==> src/rtl/ram_arb_pkg.sv <==
package ram_arb_pkg;
  localparam int TICKS_PER_SLOT = 8;
  localparam int TICK_W = $clog2(TICKS_PER_SLOT);

  typedef enum logic [1:0] {
    OWN_IDLE = 2'd0,
    OWN_CPU  = 2'd1,
    OWN_VID  = 2'd2
  } owner_e;
endpackage

==> src/rtl/ram_arb_tick.sv <==
module ram_arb_tick
  import ram_arb_pkg::*;
(
  input  logic              clk_i,
  input  logic              rst_ni,
  output logic [TICK_W-1:0] tick_o,
  output logic              slot_end_o
);
  logic [TICK_W-1:0] tick_q;

  always_ff @(posedge clk_i or negedge rst_ni) begin
    if (!rst_ni) tick_q <= '0;
    else         tick_q <= tick_q + 1'b1;
  end

  assign tick_o     = tick_q;
  assign slot_end_o = (tick_q == TICK_W'(TICKS_PER_SLOT - 1));
endmodule

==> src/rtl/ram_arb_beam.sv <==
module ram_arb_beam #(
  parameter int SLOTS_PER_LINE  = 128,
  parameter int LINES_PER_FRAME = 312,
  parameter int FRAME_W         = 8,
  localparam int SLOT_W = $clog2(SLOTS_PER_LINE),
  localparam int LINE_W = $clog2(LINES_PER_FRAME)
) (
  input  logic               clk_i,
  input  logic               rst_ni,
  input  logic               slot_end_i,
  output logic [SLOT_W-1:0]  slot_o,
  output logic [LINE_W-1:0]  line_o,
  output logic [FRAME_W-1:0] frame_o,
  output logic               frame_end_o
);
  logic [SLOT_W-1:0]  slot_q;
  logic [LINE_W-1:0]  line_q;
  logic [FRAME_W-1:0] frame_q;
  logic slot_last, line_last;

  assign slot_last = (slot_q == SLOT_W'(SLOTS_PER_LINE - 1));
  assign line_last = (line_q == LINE_W'(LINES_PER_FRAME - 1));

  always_ff @(posedge clk_i or negedge rst_ni) begin
    if (!rst_ni) begin
      slot_q  <= '0;
      line_q  <= '0;
      frame_q <= '0;
    end else if (slot_end_i) begin
      if (slot_last) begin
        slot_q <= '0;
        if (line_last) begin
          line_q  <= '0;
          frame_q <= frame_q + 1'b1;
        end else begin
          line_q <= line_q + 1'b1;
        end
      end else begin
        slot_q <= slot_q + 1'b1;
      end
    end
  end

  assign slot_o      = slot_q;
  assign line_o      = line_q;
  assign frame_o     = frame_q;
  assign frame_end_o = slot_end_i && slot_last && line_last;

  AST_SLOT_STEP: assert property (@(posedge clk_i) disable iff (!rst_ni)
    (slot_end_i && !slot_last) |=> (slot_o == $past(slot_o) + 1'b1));
  AST_FRAME_STEP: assert property (@(posedge clk_i) disable iff (!rst_ni)
    frame_end_o |=> (frame_o == $past(frame_o) + 1'b1) && (line_o == '0));
endmodule

==> src/rtl/ram_arb_owner.sv <==
module ram_arb_owner
  import ram_arb_pkg::*;
#(
  parameter int SLOTS_PER_LINE  = 128,
  parameter int LINES_PER_FRAME = 312,
  parameter int ACTIVE_LINES    = 256,
  parameter int FETCH_SLOTS     = 80,
  localparam int SLOT_W = $clog2(SLOTS_PER_LINE),
  localparam int LINE_W = $clog2(LINES_PER_FRAME)
) (
  input  logic              clk_i,
  input  logic              rst_ni,
  input  logic              slot_end_i,
  input  logic [2:0]        mode_i,
  input  logic              req_i,
  input  logic [SLOT_W-1:0] slot_i,
  input  logic [LINE_W-1:0] line_i,
  output owner_e            owner_o
);
  logic [2:0] mode_q;
  logic       req_q;
  logic       line_act, slot_act, vid;

  // Mode and request latch only at the slot boundary.
  always_ff @(posedge clk_i or negedge rst_ni) begin
    if (!rst_ni) begin
      mode_q <= 3'd0;
      req_q  <= 1'b0;
    end else if (slot_end_i) begin
      mode_q <= mode_i;
      req_q  <= req_i;
    end
  end

  generate
    if (ACTIVE_LINES >= LINES_PER_FRAME) begin : g_all_lines
      assign line_act = 1'b1;
    end else begin : g_some_lines
      assign line_act = (line_i < LINE_W'(ACTIVE_LINES));
    end
    if (FETCH_SLOTS >= SLOTS_PER_LINE) begin : g_all_slots
      assign slot_act = 1'b1;
    end else begin : g_some_slots
      assign slot_act = (slot_i < SLOT_W'(FETCH_SLOTS));
    end
  endgenerate

  always_comb begin
    vid = 1'b0;
    if (line_act && slot_act) begin
      if (!mode_q[2])                          vid = 1'b1;
      else if (mode_q != 3'd7 && !slot_i[0])   vid = 1'b1;
    end
    if (vid)        owner_o = OWN_VID;
    else if (req_q) owner_o = OWN_CPU;
    else            owner_o = OWN_IDLE;
  end

  AST_MODE_HOLD: assert property (@(posedge clk_i) disable iff (!rst_ni)
    !slot_end_i |=> $stable(mode_q) && $stable(req_q));
endmodule

==> src/rtl/ram_arb_bw.sv <==
module ram_arb_bw #(
  parameter int BW_W = 16
) (
  input  logic            clk_i,
  input  logic            rst_ni,
  input  logic            slot_end_i,
  input  logic            frame_end_i,
  input  logic            cpu_slot_i,
  output logic [BW_W-1:0] count_o
);
  logic [BW_W-1:0] acc_q, count_q;
  logic            inc;

  assign inc = slot_end_i && cpu_slot_i;

  always_ff @(posedge clk_i or negedge rst_ni) begin
    if (!rst_ni) begin
      acc_q   <= '0;
      count_q <= '0;
    end else if (frame_end_i) begin
      count_q <= acc_q + BW_W'(inc);
      acc_q   <= '0;
    end else if (inc) begin
      acc_q <= acc_q + 1'b1;
    end
  end

  assign count_o = count_q;

  AST_BW_HOLD: assert property (@(posedge clk_i) disable iff (!rst_ni)
    !frame_end_i |=> $stable(count_o));
endmodule

==> src/rtl/ram_arbiter.sv <==
module ram_arbiter
  import ram_arb_pkg::*;
#(
  parameter int SLOTS_PER_LINE  = 128,
  parameter int LINES_PER_FRAME = 312,
  parameter int ACTIVE_LINES    = 256,
  parameter int FETCH_SLOTS     = 80,
  parameter int VID_PHASE       = 4,
  parameter int FRAME_W         = 8,
  localparam int SLOT_W = $clog2(SLOTS_PER_LINE),
  localparam int LINE_W = $clog2(LINES_PER_FRAME),
  localparam int BW_W   = $clog2(SLOTS_PER_LINE * LINES_PER_FRAME + 1)
) (
  input  logic               clk_i,
  input  logic               rst_ni,
  input  logic [2:0]         mode_i,
  input  logic               cpu_req_i,
  output logic               cpu_ce_o,
  output logic               vid_stb_o,
  output logic [1:0]         owner_o,
  output logic [SLOT_W-1:0]  slot_o,
  output logic [LINE_W-1:0]  line_o,
  output logic [FRAME_W-1:0] frame_o,
  output logic [BW_W-1:0]    cpu_slots_o
);
  logic [TICK_W-1:0] tick;
  logic              slot_end, frame_end, cpu_slot;
  owner_e            owner;

  ram_arb_tick u_tick (
    .clk_i      (clk_i),
    .rst_ni     (rst_ni),
    .tick_o     (tick),
    .slot_end_o (slot_end)
  );

  ram_arb_beam #(
    .SLOTS_PER_LINE  (SLOTS_PER_LINE),
    .LINES_PER_FRAME (LINES_PER_FRAME),
    .FRAME_W         (FRAME_W)
  ) u_beam (
    .clk_i       (clk_i),
    .rst_ni      (rst_ni),
    .slot_end_i  (slot_end),
    .slot_o      (slot_o),
    .line_o      (line_o),
    .frame_o     (frame_o),
    .frame_end_o (frame_end)
  );

  ram_arb_owner #(
    .SLOTS_PER_LINE  (SLOTS_PER_LINE),
    .LINES_PER_FRAME (LINES_PER_FRAME),
    .ACTIVE_LINES    (ACTIVE_LINES),
    .FETCH_SLOTS     (FETCH_SLOTS)
  ) u_owner (
    .clk_i      (clk_i),
    .rst_ni     (rst_ni),
    .slot_end_i (slot_end),
    .mode_i     (mode_i),
    .req_i      (cpu_req_i),
    .slot_i     (slot_o),
    .line_i     (line_o),
    .owner_o    (owner)
  );

  assign cpu_slot = (owner != OWN_VID);

  ram_arb_bw #(.BW_W(BW_W)) u_bw (
    .clk_i       (clk_i),
    .rst_ni      (rst_ni),
    .slot_end_i  (slot_end),
    .frame_end_i (frame_end),
    .cpu_slot_i  (cpu_slot),
    .count_o     (cpu_slots_o)
  );

  assign owner_o   = owner;
  assign cpu_ce_o  = slot_end && cpu_slot;
  assign vid_stb_o = (tick == TICK_W'(VID_PHASE)) && (owner == OWN_VID);

  AST_OWNER_STEADY: assert property (@(posedge clk_i) disable iff (!rst_ni)
    !slot_end |=> (owner_o == $past(owner_o)));
  AST_CE_NEVER_VID: assert property (@(posedge clk_i) disable iff (!rst_ni)
    (owner_o == 2'd2) |-> !cpu_ce_o);
  AST_STB_ONE_TICK: assert property (@(posedge clk_i) disable iff (!rst_ni)
    vid_stb_o |=> !vid_stb_o);
endmodule

==> config.mk <==
export PLATFORM = sky130hd
export DESIGN_NAME = ram_arbiter
export DESIGN_NICKNAME = d
export VERILOG_FILES = /design/src/rtl/ram_arb_pkg.sv /design/src/rtl/ram_arb_tick.sv /design/src/rtl/ram_arb_beam.sv /design/src/rtl/ram_arb_owner.sv /design/src/rtl/ram_arb_bw.sv /design/src/rtl/ram_arbiter.sv
export SDC_FILE = /design/constraint.sdc
export NUM_CORES = 1
export LEC_CHECK = 0
export BUFFER_PORTS_ARGS = -buffer_cell sky130_fd_sc_hd__buf_2
export CAP_MARGIN = 10
export CORE_MARGIN = 10
export CORE_UTILIZATION = 61
export CTS_BUF_LIST = sky130_fd_sc_hd__clkbuf_16
export CTS_CLUSTER_SIZE = 16
export DETAILED_ROUTE_END_ITERATION = 8
export PLACE_DENSITY = 0.85
export SYNTH_ARGS = -nofsm -noshare
export SYNTH_HDL_FRONTEND = slang
export SYNTH_SLANG_ARGS = --single-unit
==> constraint.sdc <==
create_clock -name clk_i -period 6.65 [get_ports clk_i]
set_input_delay 0.9975 -clock clk_i [delete_from_list [all_inputs] [get_ports clk_i]]
set_output_delay 0.9975 -clock clk_i [all_outputs]
set_load 0.05 [all_outputs]
# [Yosys cells after proc, flatten, opt, wreduce, memory -nomap -nowiden]
# Cells that the tools add are included.
[word_totals] reg_bits=63 in_bits=6 output_inout_bits=44 elab_cells=42
[classes] n_addsub=6 order_cmp=2 eq_ne=7 mux=9 n_reduce_logical=10
[op_table] operator="$mux W16" n=2
[op_table] operator="$add A16 B1 Y16" n=1
[op_table] operator="$add A16 B1 Y16 const B" n=1
[op_table] operator="$add A9 B1 Y9 const B" n=1
[op_table] operator="$eq A9 B9 Y1 const B" n=1
[op_table] operator="$lt A9 B9 Y1 const B" n=1
[op_table] operator="$mux W9" n=1
[op_table] operator="$add A8 B1 Y8 const B" n=1
[op_table] operator="$add A7 B1 Y7 const B" n=1
[op_table] operator="$eq A7 B7 Y1 const B" n=1
[op_table] operator="$lt A7 B7 Y1 const B" n=1
[op_table] operator="$mux W7" n=1
[op_table] operator="$eq A3 B3 Y1 const B" n=2
[op_table] operator="$logic_and A1 B1 Y1" n=6
[op_table] operator="$mux W1" n=4
[op_table] operator="$add A3 B1 Y3 const B" n=1
[op_table] operator="$ne A3 B3 Y1 const B" n=1
[op_table] operator="$reduce_and A3 Y1" n=1
[op_table] operator="$eq A2 B2 Y1 const B" n=1
[op_table] operator="$mux W2" n=1
[op_table] operator="$ne A2 B2 Y1 const B" n=1
[op_table] operator="$reduce_and A2 Y1" n=1
[op_table] operator="$reduce_bool A2 Y1" n=1
[op_table] operator="$logic_not A1 Y1" n=1

# [Depth between registers and ports, before layout]
# Gate-level depths: netlist (run 1).
[logic_depth] ltp_word=10 depth_mapped=12

# [By module]
# From an unflattened synthesis (run 1), not the netlist that was laid out.
[hier_totals] cells_unflattened=295 area_unflattened_um2=3136.8
[by_module_without_submodules] mod="ram_arb_bw" instances=1 cells_each=168 area_per_inst_um2=1619.1 seq_area_each_um2=800.8
[by_module_without_submodules] mod="ram_arb_beam" instances=1 cells_each=103 area_per_inst_um2=1167.4 seq_area_each_um2=600.6
[by_module_without_submodules] mod="ram_arb_owner" instances=1 cells_each=15 area_per_inst_um2=201.4 seq_area_each_um2=100.1
[by_module_without_submodules] mod="ram_arb_tick" instances=1 cells_each=6 area_per_inst_um2=103.8 seq_area_each_um2=75.1
[by_module_without_submodules] mod="ram_arbiter" instances=1 cells_each=3 area_per_inst_um2=45.0 seq_area_each_um2=0.0

# [Least setup slack after synthesis (run 1)]
# Ideal clock, no wire load.
[synth_path] path_kind="register to output" start="reg u_beam.slot_q[0], in the netlist u_beam.slot_o[0]" end="out vid_stb_o" arrival_time_ns=1.984 slack_ns=3.669 stages_incl_launch_ff=5 n_path_buf=1 cell_sequence="dfrtp_1 -> a21o_1 -> a211oi_2 -> clkbuf_1 -> and3_1"
[synth_between] elab_chain_len=8 word_cells_on_any_way=10
[synth_rtl] element="start: declaration" line="ram_arb_beam.sv:16" rtl="logic [SLOT_W-1:0] slot_q;"
[synth_rtl] element="start signal: assignment" line="ram_arb_beam.sv:39" rtl="slot_q <= slot_q + 1'b1;"
[synth_rtl] element="parallel branches: the longest is 4 deep, another holds $lt A7 B7 Y1"
[synth_rtl] element="$mux W1 *" line="ram_arb_owner.sv:50" rtl="if (line_act && slot_act) begin"
[synth_rtl] element="via u_owner.vid" line="ram_arb_owner.sv:22" rtl="logic line_act, slot_act, vid;"
[synth_rtl] element="$mux W2 *" line="ram_arb_owner.sv:54" rtl="if (vid) owner_o = OWN_VID;"
[synth_rtl] element="$eq A2 B2 Y1 *" line="ram_arbiter.sv:80" rtl="assign vid_stb_o = (tick == TICK_W'(VID_PHASE)) && (owner == OWN_VID);"
[synth_rtl] element="$logic_and A1 B1 Y1 *" line="ram_arbiter.sv:80"
[synth_rtl] element="end: declaration" line="ram_arbiter.sv:19" rtl="output logic vid_stb_o,"
# Mark *: on every way through the listed nets, which the timed path passes.

# [Final worst setup path (run 1)]
[layout_path] start="reg u_tick.tick_q[0], in the netlist u_tick.tick_o[0]" end="out cpu_ce_o"
[layout_between] elab_chain_len=2
[layout_rtl] element="start: declaration" line="ram_arb_tick.sv:9" rtl="logic [TICK_W-1:0] tick_q;"
[layout_rtl] element="start signal: assignment" line="ram_arb_tick.sv:13" rtl="else tick_q <= tick_q + 1'b1;"
[layout_rtl] element="$eq A3 B3 Y1" line="ram_arb_tick.sv:17" rtl="assign slot_end_o = (tick_q == TICK_W'(TICKS_PER_SLOT - 1));"
[layout_rtl] element="$logic_and A1 B1 Y1" line="ram_arbiter.sv:79" rtl="assign cpu_ce_o = slot_end && cpu_slot;"
[layout_rtl] element="end: declaration" line="ram_arbiter.sv:18" rtl="output logic cpu_ce_o,"
# Every way passes these cells.

==> impl_metrics.csv, run 1 <==
group,metric,value,unit
timing,setup_tns,0,ps
timing,min_period,3760,ps
timing,post-route-period-util,56.6,%
yosys,syn_inst,309,
power_and_ir_drop,p_leak,1.73,nW
power_and_ir_drop,pwr_density_cell,232,nW/um^2
yosys,ys_seq_area_share,49.9,%
yosys,ys_seq_elements,63,
global_route,gr-usage-all-layers,17.2,%
die,die_y,92.0,um
placed_design,dp_cells,413,
clock_tree,htree_levels,3,
clock_tree,clkLatencyLatePin,330,ps
worst_setup_path,critical_path_class,"register to output port",
layout,areaGrowthSynthToFinish,17.4,%
detailed_routing,vias_per_cell,5.90,
clock_tree,cts_setup_buffers,0,
timing,clock-skew-final,6.46,ps
timing,fmax,0.266,GHz
global_route,grt_pass1_vias,2553,
yosys,ys_warn_count,0,
placed_design,place_ws,3230,ps
yosys,synth.net_count,324,
die,rows,26,
flow_run,drv_cap,0,
worst_setup_path,critPathArrivalTime,2760,ps
worst_setup_path,reg2reg_slack,3350,ps
clock_tree,cts_resized,0,
power_and_ir_drop,peakVddDrop,155,uV
hold_path,min_path_type,"register to register",
hold_path,hp-start,"u_tick.tick_o[0]$_DFF_PN0_",
layout,fill_cells,366,
status,status,"finished, final reports clean",
yosys,netlist.area_leader.share,49.9,%
yosys,syn_area_per_cell,10.2,um^2
hold_path,hold_end,"u_tick.tick_o[0]$_DFF_PN0_",
worst_setup_path,worst_r2r_endpoint,"u_bw.count_o[8]$_DFFE_PN0P_",
yosys,yosys.area.top_type,"dfrtp_1",
yosys,synth_area,3160,um^2
detailed_routing,vias,2531,
timing,setup_viol,0,
yosys,synth_edf_count,0,
detailed_routing,drc,0,
timing,hold_viol,0,
clock_tree,holdBufCountCts,0,
die,ios,50,
die,start_util,62.3,%
die,die_x,92.0,um
detailed_routing,detail_route.wl_per_cell,16.2,um
placed_design,gp_congestion,0.853,
layout,drive_above_1_share,21.4,%
worst_setup_path,path_max_fanout,17,
layout,antenna_cells,0,
layout,fin_cells,429,
clock_tree,numClockSinks,63,
clock_tree,cts_root_buf,"clkbuf_16",
worst_setup_path,crit_chain,"ha_1, ha_1, and2_1, a221oi_2, inv_1, buf_2",
global_route,antenna_found_initial,0,
detailed_routing,wl,6970,um
global_route,grt-ovfl-total,0,
placed_design,port_buffers,49,
detailed_routing,drt_iter0_drc,113,
worst_setup_path,startpoint_type,"register",
yosys,synth.area.top_cells,"dfrtp_1, xnor2_1, nand2_1",
timing,rsz0062_at_grt,"no",
clock_tree,clockBufferDepth,2,
worst_setup_path,slowest_stage,"a221oi_2",
worst_setup_path,crit-reg2reg-launch,"u_tick.tick_o[0]$_DFF_PN0_",
timing,slew_viol_final,0,
yosys,synth.distinct_cells,43,
detailed_routing,first_pass_iters,4,
detailed_routing,postRouteAntennaNets,0,
die,dieArea,8460,um^2
yosys,async_flop_share,100,%
timing,finalWorstSetupSlack,2890,ps
clock_tree,path_clk_slew,50,ps
hold_path,whs_path_depth,1,
global_route,grt_pass1_wl,11900,um
worst_setup_path,cpMostUsedCell,"ha_1",
clock_tree,cts_buffers,9,
die,core_area,5070,um^2
global_route,grt_max_degree,64,
timing,slew_headroom,31.2,%
placed_design,hpwl,4660,um
layout,nets,369,
timing,tightest_slew,1030,ps
worst_setup_path,max_stage_delay,820,ps
clock_tree,cts_tree,"built",
worst_setup_path,required,5650,ps
yosys,synth-main-ff-cell,"dfrtp_1",
worst_setup_path,crit_path_end_kind,"output port",
worst_setup_path,reg2reg_depth,11,
==> synth_stat cells, drive strengths merged (2+ instances only) <==
cell type / count
nand2: 37
inv: 7
a21oi: 17
nand4: 17
clkbuf: 8
or4: 10
or3: 7
dfrtp: 63
nand3: 9
nor2: 11
a21o: 2
and4: 3
nor4: 5
and3: 6
mux2: 6
nor3: 5
o21ai: 23
ha: 9
buf: 9
xor2: 4
xnor2: 26
o31ai: 9
mux2i: 2
or2: 2
==> how the worst max path moves through the flow <==
stage,startpoint,end,slack [ps],depth (start not counted)
floorplan,u_beam.slot_o[0]$_DFFE_PN0N_,vid_stb_o,3670,4
detailed placement,u_tick.tick_o[0]$_DFF_PN0_,cpu_ce_o,3230,6
global placement,u_tick.tick_o[0]$_DFF_PN0_,cpu_ce_o,3320,6
global route,u_tick.tick_o[0]$_DFF_PN0_,cpu_ce_o,2570,6
CTS,u_tick.tick_o[0]$_DFF_PN0_,cpu_ce_o,2840,6
finish,u_tick.tick_o[0]$_DFF_PN0_,cpu_ce_o,2890,6
==> cells by family after synthesis <==
logic type                 after synthesis  synth area share, %
buffers and inverters                   24                 3.29
DFF                                     63                 49.9
and+or+nand+nor                        116                 20.6
AOI/OAI and AO/OA                       59                 11.5
muxes                                    8                 2.77
xor gates and xnor gates                30                 8.32
adders and majority gates                9                 3.56
==> power by group <==
group / internal, mW / total, mW / switching, mW
registers: 0.389 / 0.395 / 0.00624
logic: 0.00785 / 0.0234 / 0.0155
clock network: 0.282 / 0.440 / 0.158
total: 0.679 / 0.859 / 0.180
==> placed cells by master, fill, tap and decap left out, types with 2 or more instances in the layout <==
master and n:
mux2i_1 2, xor2_1 4, nand2_1 37, clkinv_1 5
and4_1 3, a21oi_1 16, xnor2_1 26, inv_1 7
buf_2 49, clkbuf_16 9, nor3_1 5, a21o_1 2
nand4_1 15, and3_1 6, nor4_1 5, or4_1 10
o21ai_0 22, ha_1 9, buf_4 2, nand3_1 9
or3_1 6, mux2_2 6, o31ai_1 9, dfrtp_1 63
nor2_1 11
==> per-stage QoR <==
stage               total power, mW  hold WS (ps)  utilization, %  area, um^2
finish                        0.859           452            73.1        3710
global route                  0.885           486            73.1        3710
CTS                           0.863           457            73.1        3710
detailed placement            0.426           450            67.6        3430
global placement              0.424           427            67.6        3430
floorplan                     0.412           418               -        3160
==> cell type report <==
type | instances | area (um^2) | share of cell area [%]
Sequential cell | 63 | 1580 | 42.5
Multi-Input combinational cell | 222 | 1480 | 39.9
Clock buffer | 9 | 225 | 6.07
Clock inverter | 7 | 53.8 | 1.45
Inverter | 7 | 26.3 | 0.709
Timing Repair Buffer | 51 | 260 | 7.02
Tap cell | 70 | 87.6 | 2.36
==> worst max-delay path: cells and delay by family (launching register included) <==
kind                       cells  cell delay, ps
AOI/OAI and AO/OA              1             820
adders and majority gates      2             570
buffers and inverters          2             400
DFF                            1             380
and+or+nand+nor                1             270
==> sequential cells by signal, indices dropped and copies added, names as in the netlist <==
signal,cells
u_beam.frame_o,8
u_beam.line_o,9
u_beam.slot_o,7
u_bw.acc_q,16
u_bw.count_o,16
u_owner.mode_q,3
u_owner.req_q,1
u_tick.tick_o,3
==> layer usage <==
metal | track usage (%) | wire [um]
met5 | 0 | 0
met4 | 9.38 | 131
met3 | 5.22 | 440
met2 | 27.9 | 3490
met1 | 19.9 | 2910
(Power assumes the default switching activity.)
==> inputs of run 2 (changes only) <==
Settings changed: ABC_AREA set to 1, CORE_UTILIZATION 61 to 57, PLACE_DENSITY 0.85 to 0.8.
Clock period 6.65 ns to 3.9 ns, I/O delays scaled along.
==> run 2 against run 1 <==
Routed wire length increased by 13%. First-iteration DRC count increased by 50%. Largest cell class is now multi-input gates. Setup slack lost 1800 ps. Synthesized cell count up 43%. Clock power rose by 73%. Non-clock buffer count grew 1. Sequential power up 70%. Critical endpoint unchanged.
==> impl_metrics.csv, run 2 <==
group,metric,value,unit
status,status,"finished, final reports clean",
timing,slew_headroom,46.6,%
worst_setup_path,startpoint_type,"register",
global_route,grt_max_degree,35,
timing,clock-skew-final,9.53,ps
global_route,grt_pass1_vias,2978,
yosys,async_flop_share,100,%
global_route,gr-usage-all-layers,16.7,%
timing,tightest_slew,801,ps
die,core_area,5920,um^2
timing,setup_viol,0,
power_and_ir_drop,pwr_density_cell,367,nW/um^2
detailed_routing,drt_iter0_drc,169,
yosys,yosys.area.top_type,"dfrtp_1",
layout,antenna_cells,0,
clock_tree,numClockSinks,63,
clock_tree,path_clk_slew,60,ps
detailed_routing,vias_per_cell,5.22,
clock_tree,clockBufferDepth,2,
placed_design,gp_congestion,0.844,
timing,fmax,0.357,GHz
worst_setup_path,crit-reg2reg-launch,"u_tick.tick_o[1]$_DFF_PN0_",
die,die_x,97.9,um
layout,areaGrowthSynthToFinish,16.4,%
global_route,antenna_found_initial,0,
power_and_ir_drop,power,1.48,mW
layout,nets,508,
yosys,syn_area_per_cell,7.84,um^2
layout,fill_cells,483,
detailed_routing,postRouteAntennaNets,0,
detailed_routing,vias,2993,
yosys,synth.net_count,456,
timing,post-route-period-util,71.9,%
clock_tree,cts_tree,"built",
detailed_routing,detail_route.wl_per_cell,13.8,um
detailed_routing,wl,7900,um
layout,drive_above_1_share,16.5,%
clock_tree,clkLatencyLatePin,330,ps
detailed_routing,drc,0,
layout,regArea,1580,um^2
yosys,synth_most_common_cell,"nand2_1",
yosys,synth_edf_count,0,
clock_tree,holdBufCountCts,0,
yosys,synth.area.top_cells,"dfrtp_1, nand2_1, nand3_1",
timing,finalWorstSetupSlack,1100,ps
placed_design,port_buffers,49,
timing,hold_viol,0,
clock_tree,cts_resized,0,
layout,layout_commonest_cell,"nand2_1",
placed_design,hpwl,5760,um
hold_path,min_path_type,"input pin to async pin",
timing,min_period,2800,ps
global_route,grt-ovfl-total,0,
yosys,ys_seq_area_share,45.6,%
yosys,synthTopCellsByCount,"nand2_1, dfrtp_1, inv_1, nand3_1, nor2_1",
flow_run,drv_cap,0,
power_and_ir_drop,peakVddDrop,255,uV
clock_tree,htree_levels,3,
clock_tree,cts_buffers,9,
yosys,synth_area,3460,um^2
timing,rsz0062_at_grt,"no",
global_route,grt_pass1_wl,13500,um
yosys,synth-main-ff-cell,"dfrtp_1",
die,ios,50,
yosys,synth.distinct_cells,27,
placed_design,place_ws,1370,ps
clock_tree,cts_setup_buffers,0,
yosys,syn_inst,441,
timing,setup_tns,0,ps
layout,multi_input_area,1610,um^2
worst_setup_path,required,3310,ps
worst_setup_path,crit_path_end_kind,"output port",
clock_tree,cts_root_buf,"clkbuf_16",
power_and_ir_drop,p_leak,2.06,nW
worst_setup_path,path_max_fanout,26,
die,rows,28,
layout,final_cell_mix,"nand2_1, dfrtp_1, inv_1",
yosys,netlist.area_leader.share,45.6,%
timing,slew_viol_final,0,
worst_setup_path,critPathArrivalTime,2220,ps
die,die_y,97.9,um
die,dieArea,9580,um^2
detailed_routing,first_pass_iters,5,
yosys,ys_seq_elements,63,
worst_setup_path,critical_path_class,"register to output port",
yosys,ys_warn_count,0,
worst_setup_path,startpoint,"u_tick.tick_o[1]$_DFF_PN0_",
die,start_util,58.4,%
==> run 2: cell types whose count changed after synthesis, sizes merged, moves of 6 or more <==
cell and change:
inv +42, clkbuf -7, nor2 +29, o21ai +10
xnor2 -19, nand3 +35, o31ai -9, nand2 +103
a21oi -15, or3 -7, mux2 -6, or4 -10
xor2 +15
==> run 2: layer usage <==
layer | vias up | share of wire, % | routed length [um] | GRT usage, %
li1 | 1510 | - | - | -
met1 | 1402 | 46 | 3630 | 20.3
met2 | 68 | 46 | 3670 | 26.3
met3 | 13 | 5.7 | 454 | 4.58
met4 | 0 | 1.9 | 147 | 8.95
met5 | - | 0 | 0 | 0
==> run 2: power breakdown <==
group	internal [mW]	switching, mW
Sequential	0.662	0.0116
Clock	0.483	0.276
Combinational	0.0130	0.0316
Total	1.16	0.320
==> run 2: cell type report <==
| cell class | instances | area share (%) |
|---|---|---|
| clock buffers | 9 | 5.60 |
| clock inverters | 7 | 1.40 |
| inverters | 51 | 4.79 |
| multi-input cells | 316 | 40.0 |
| flip-flops and latches | 63 | 39.2 |
| well taps | 75 | 2.33 |
| repair buffers | 52 | 6.66 |
==> run 2: critical path: stages, from the launching register on <==
cell,delay (ps)
dfrtp_1,350
ha_1,150
ha_1,360
inv_1,220
nor2_2,170
buf_4,300
buf_2,330
==> run 2: cell families after synthesis <==
family,after synthesis,synth area share (%)
AO/OA/AOI/OAI,37,5.83
XOR/XNOR,26,6.59
adder cells (fa/ha/maj),9,3.26
buffers and inverters,62,7.82
flip-flops,63,45.6
AND/OR/NAND/NOR,244,30.9
==> run 2: final timing paths <==
| check | end | slack [ps] | depth (start not counted) |
|---|---|---|---|
| setup / recovery | cpu_ce_o | 1100 | 6 |
| hold / removal | u_beam.line_o[5]$_DFFE_PN0P_ | 340 | 1 |
| setup reg to reg | u_bw.count_o[14]$_DFFE_PN0P_ | 1340 | 12 |
| hold reg to reg | u_tick.tick_o[0]$_DFF_PN0_ | 440 | 1 |
| max in group asynchronous | u_bw.acc_q[15]$_DFFE_PN0P_ | 2660 | 2 |
| min in group clk_i | u_tick.tick_o[0]$_DFF_PN0_ | 440 | 1 |
==> run 2: metrics by stage <==
step / hold WS [ps] / cells / util, % / area, um^2
2_1_floorplan: 289 / 441 / - / 3460
3_3_place_gp: 427 / 557 / 63.2 / 3740
3_5_place_dp: 444 / 557 / 63.2 / 3740
4_1_cts: 360 / 573 / 67.9 / 4020
5_1_grt: 401 / 573 / 67.9 / 4020
6_report: 343 / 573 / 67.9 / 4020
==> inputs of run 3 (changes only) <==
Settings changed: CORE_UTILIZATION 57 to 52, PLACE_DENSITY 0.8 to 0.76.
Clock period 3.9 ns to 2.5 ns, I/O delays scaled along.
==> run 3 against run 2 <==
Via count grew 0.20%. Clock-buffer cell count stayed put. Critical endpoint is now u_bw.count_o[14]$_DFFE_PN0P_. Worst hold slack worse by 290 ps. Design area grew 0.22%. Die area increased by 7.6%.
==> impl_metrics.csv, run 3 (synthesis results as in run 2) <==
group,metric,value,unit
detailed_routing,wl,7940,um
global_route,grt_max_degree,35,
timing,slew_headroom,71.0,%
clock_tree,cts_root_buf,"clkbuf_16",
detailed_routing,detail_route.wl_per_cell,13.8,um
detailed_routing,first_pass_iters,4,
die,die_x,102,um
die,dieArea,10300,um^2
clock_tree,clockBufferDepth,2,
global_route,grt-ovfl-total,0,
worst_setup_path,critPathArrivalTime,2420,ps
worst_setup_path,critical_path_class,"register to register",
timing,hold_viol,0,
die,ios,50,
worst_setup_path,startpoint,"u_tick.tick_o[0]$_DFF_PN0_",
clock_tree,htree_levels,3,
global_route,grt_pass1_wl,13700,um
layout,final_cell_mix,"nand2_1, dfrtp_1, inv_1",
clock_tree,numClockSinks,63,
clock_tree,cts_resized,0,
clock_tree,cts_buffers,9,
worst_setup_path,slowest_stage,"dfrtp_1",
timing,min_period,2200,ps
detailed_routing,postRouteAntennaNets,0,
detailed_routing,drc,0,
worst_setup_path,crit_path_end_kind,"register",
layout,layout_commonest_cell,"nand2_1",
worst_setup_path,crit_chain,"ha_1, ha_1, inv_1, nor2_4, ha_1, ha_1, nand3_1, nor2_1, nand3_1, xor2_1, nand2_1, nand2_1",
hold_path,min_path_type,"input pin to async pin",
detailed_routing,vias_per_cell,5.20,
layout,fill_cells,567,
placed_design,port_buffers,49,
placed_design,hpwl,5840,um
power_and_ir_drop,p_leak,2.06,nW
power_and_ir_drop,peakVddDrop,337,uV
timing,finalWorstSetupSlack,300,ps
timing,holdWs,57.6,ps
worst_setup_path,reg2reg_slack,300,ps
die,core_area,6390,um^2
timing,setup_tns,0,ps
layout,areaGrowthSynthToFinish,16.6,%
worst_setup_path,max_stage_delay,350,ps
timing,slew_viol_final,0,
clock_tree,holdBufCountCts,0,
timing,fmax,0.454,GHz
timing,clock-skew-final,8.36,ps
die,start_util,54.1,%
global_route,antenna_found_initial,0,
placed_design,gp_congestion,0.894,
clock_tree,clkLatencyLatePin,320,ps
global_route,grt_pass1_vias,3021,
layout,drive_above_1_share,17.8,%
layout,antenna_cells,0,
layout,multi_input_area,1620,um^2
die,rows,29,
timing,rsz0062_at_grt,"no",
global_route,gr-usage-all-layers,16.3,%
die,die_y,102,um
worst_setup_path,startpoint_type,"register",
clock_tree,cts_setup_buffers,0,
layout,regArea,1580,um^2
worst_setup_path,cp_top_family,"adder cells",
detailed_routing,vias,2999,
worst_setup_path,cpMostUsedCell,"ha_1",
layout,nets,512,
timing,setup_viol,0,
power_and_ir_drop,pwr_density_cell,538,nW/um^2
worst_setup_path,critPathBufInv,1,
timing,tightest_slew,435,ps
status,status,"finished, final reports clean",
power_and_ir_drop,power,2.17,mW
worst_setup_path,path_max_fanout,4,
worst_setup_path,required,2710,ps
flow_run,drv_cap,0,
placed_design,place_ws,309,ps
worst_setup_path,crit-reg2reg-launch,"u_tick.tick_o[0]$_DFF_PN0_",
clock_tree,path_clk_slew,60,ps
detailed_routing,drt_iter0_drc,219,
timing,post-route-period-util,88.0,%
clock_tree,cts_tree,"built",
==> run 3: path summary, 6_finish.rpt <==
path	endpoint	cells past startpoint
min in group clk_i	u_owner.mode_q[1]$_DFFE_PN0N_	3
setup reg to reg	u_bw.count_o[14]$_DFFE_PN0P_	12
hold reg to reg	u_tick.tick_o[0]$_DFF_PN0_	1
hold / removal	u_beam.line_o[1]$_DFFE_PN0P_	2
max in group asynchronous	u_beam.line_o[8]$_DFFE_PN0P_	2
setup / recovery	u_bw.count_o[14]$_DFFE_PN0P_	12
==> run 3: report_power, final <==
group,internal [mW],switching [mW]
sequential,1.03,0.0170
clock,0.643,0.406
combinational,0.0216,0.0486
total,1.70,0.472
==> run 3: cell type report <==
| type | count | area share (%) |
|---|---|---|
| clock inverter | 5 | 0.528 |
| inverter | 51 | 4.78 |
| tap | 77 | 2.39 |
| clock buffer | 9 | 5.59 |
| timing repair buffer | 56 | 7.39 |
| sequential | 63 | 39.3 |
| multi-input combinational | 316 | 40.1 |
==> run 3: per-stage QoR <==
| stage | instance area, um^2 | instances | utilization (%) |
|---|---|---|---|
| 2_1_floorplan | 3470 | 441 | - |
| 3_3_place_gp | 3780 | 563 | 59.3 |
| 3_5_place_dp | 3780 | 563 | 59.3 |
| 4_1_cts | 4030 | 577 | 63.1 |
| 5_1_grt | 4030 | 577 | 63.1 |
| 6_report | 4030 | 577 | 63.1 |
==> run 3: routing by layer <==
layer	GRT usage (%)	share of wire (%)
met5	0	0
met4	5.79	1.1
met3	4.90	6.2
met2	26.8	48
met1	19.8	45
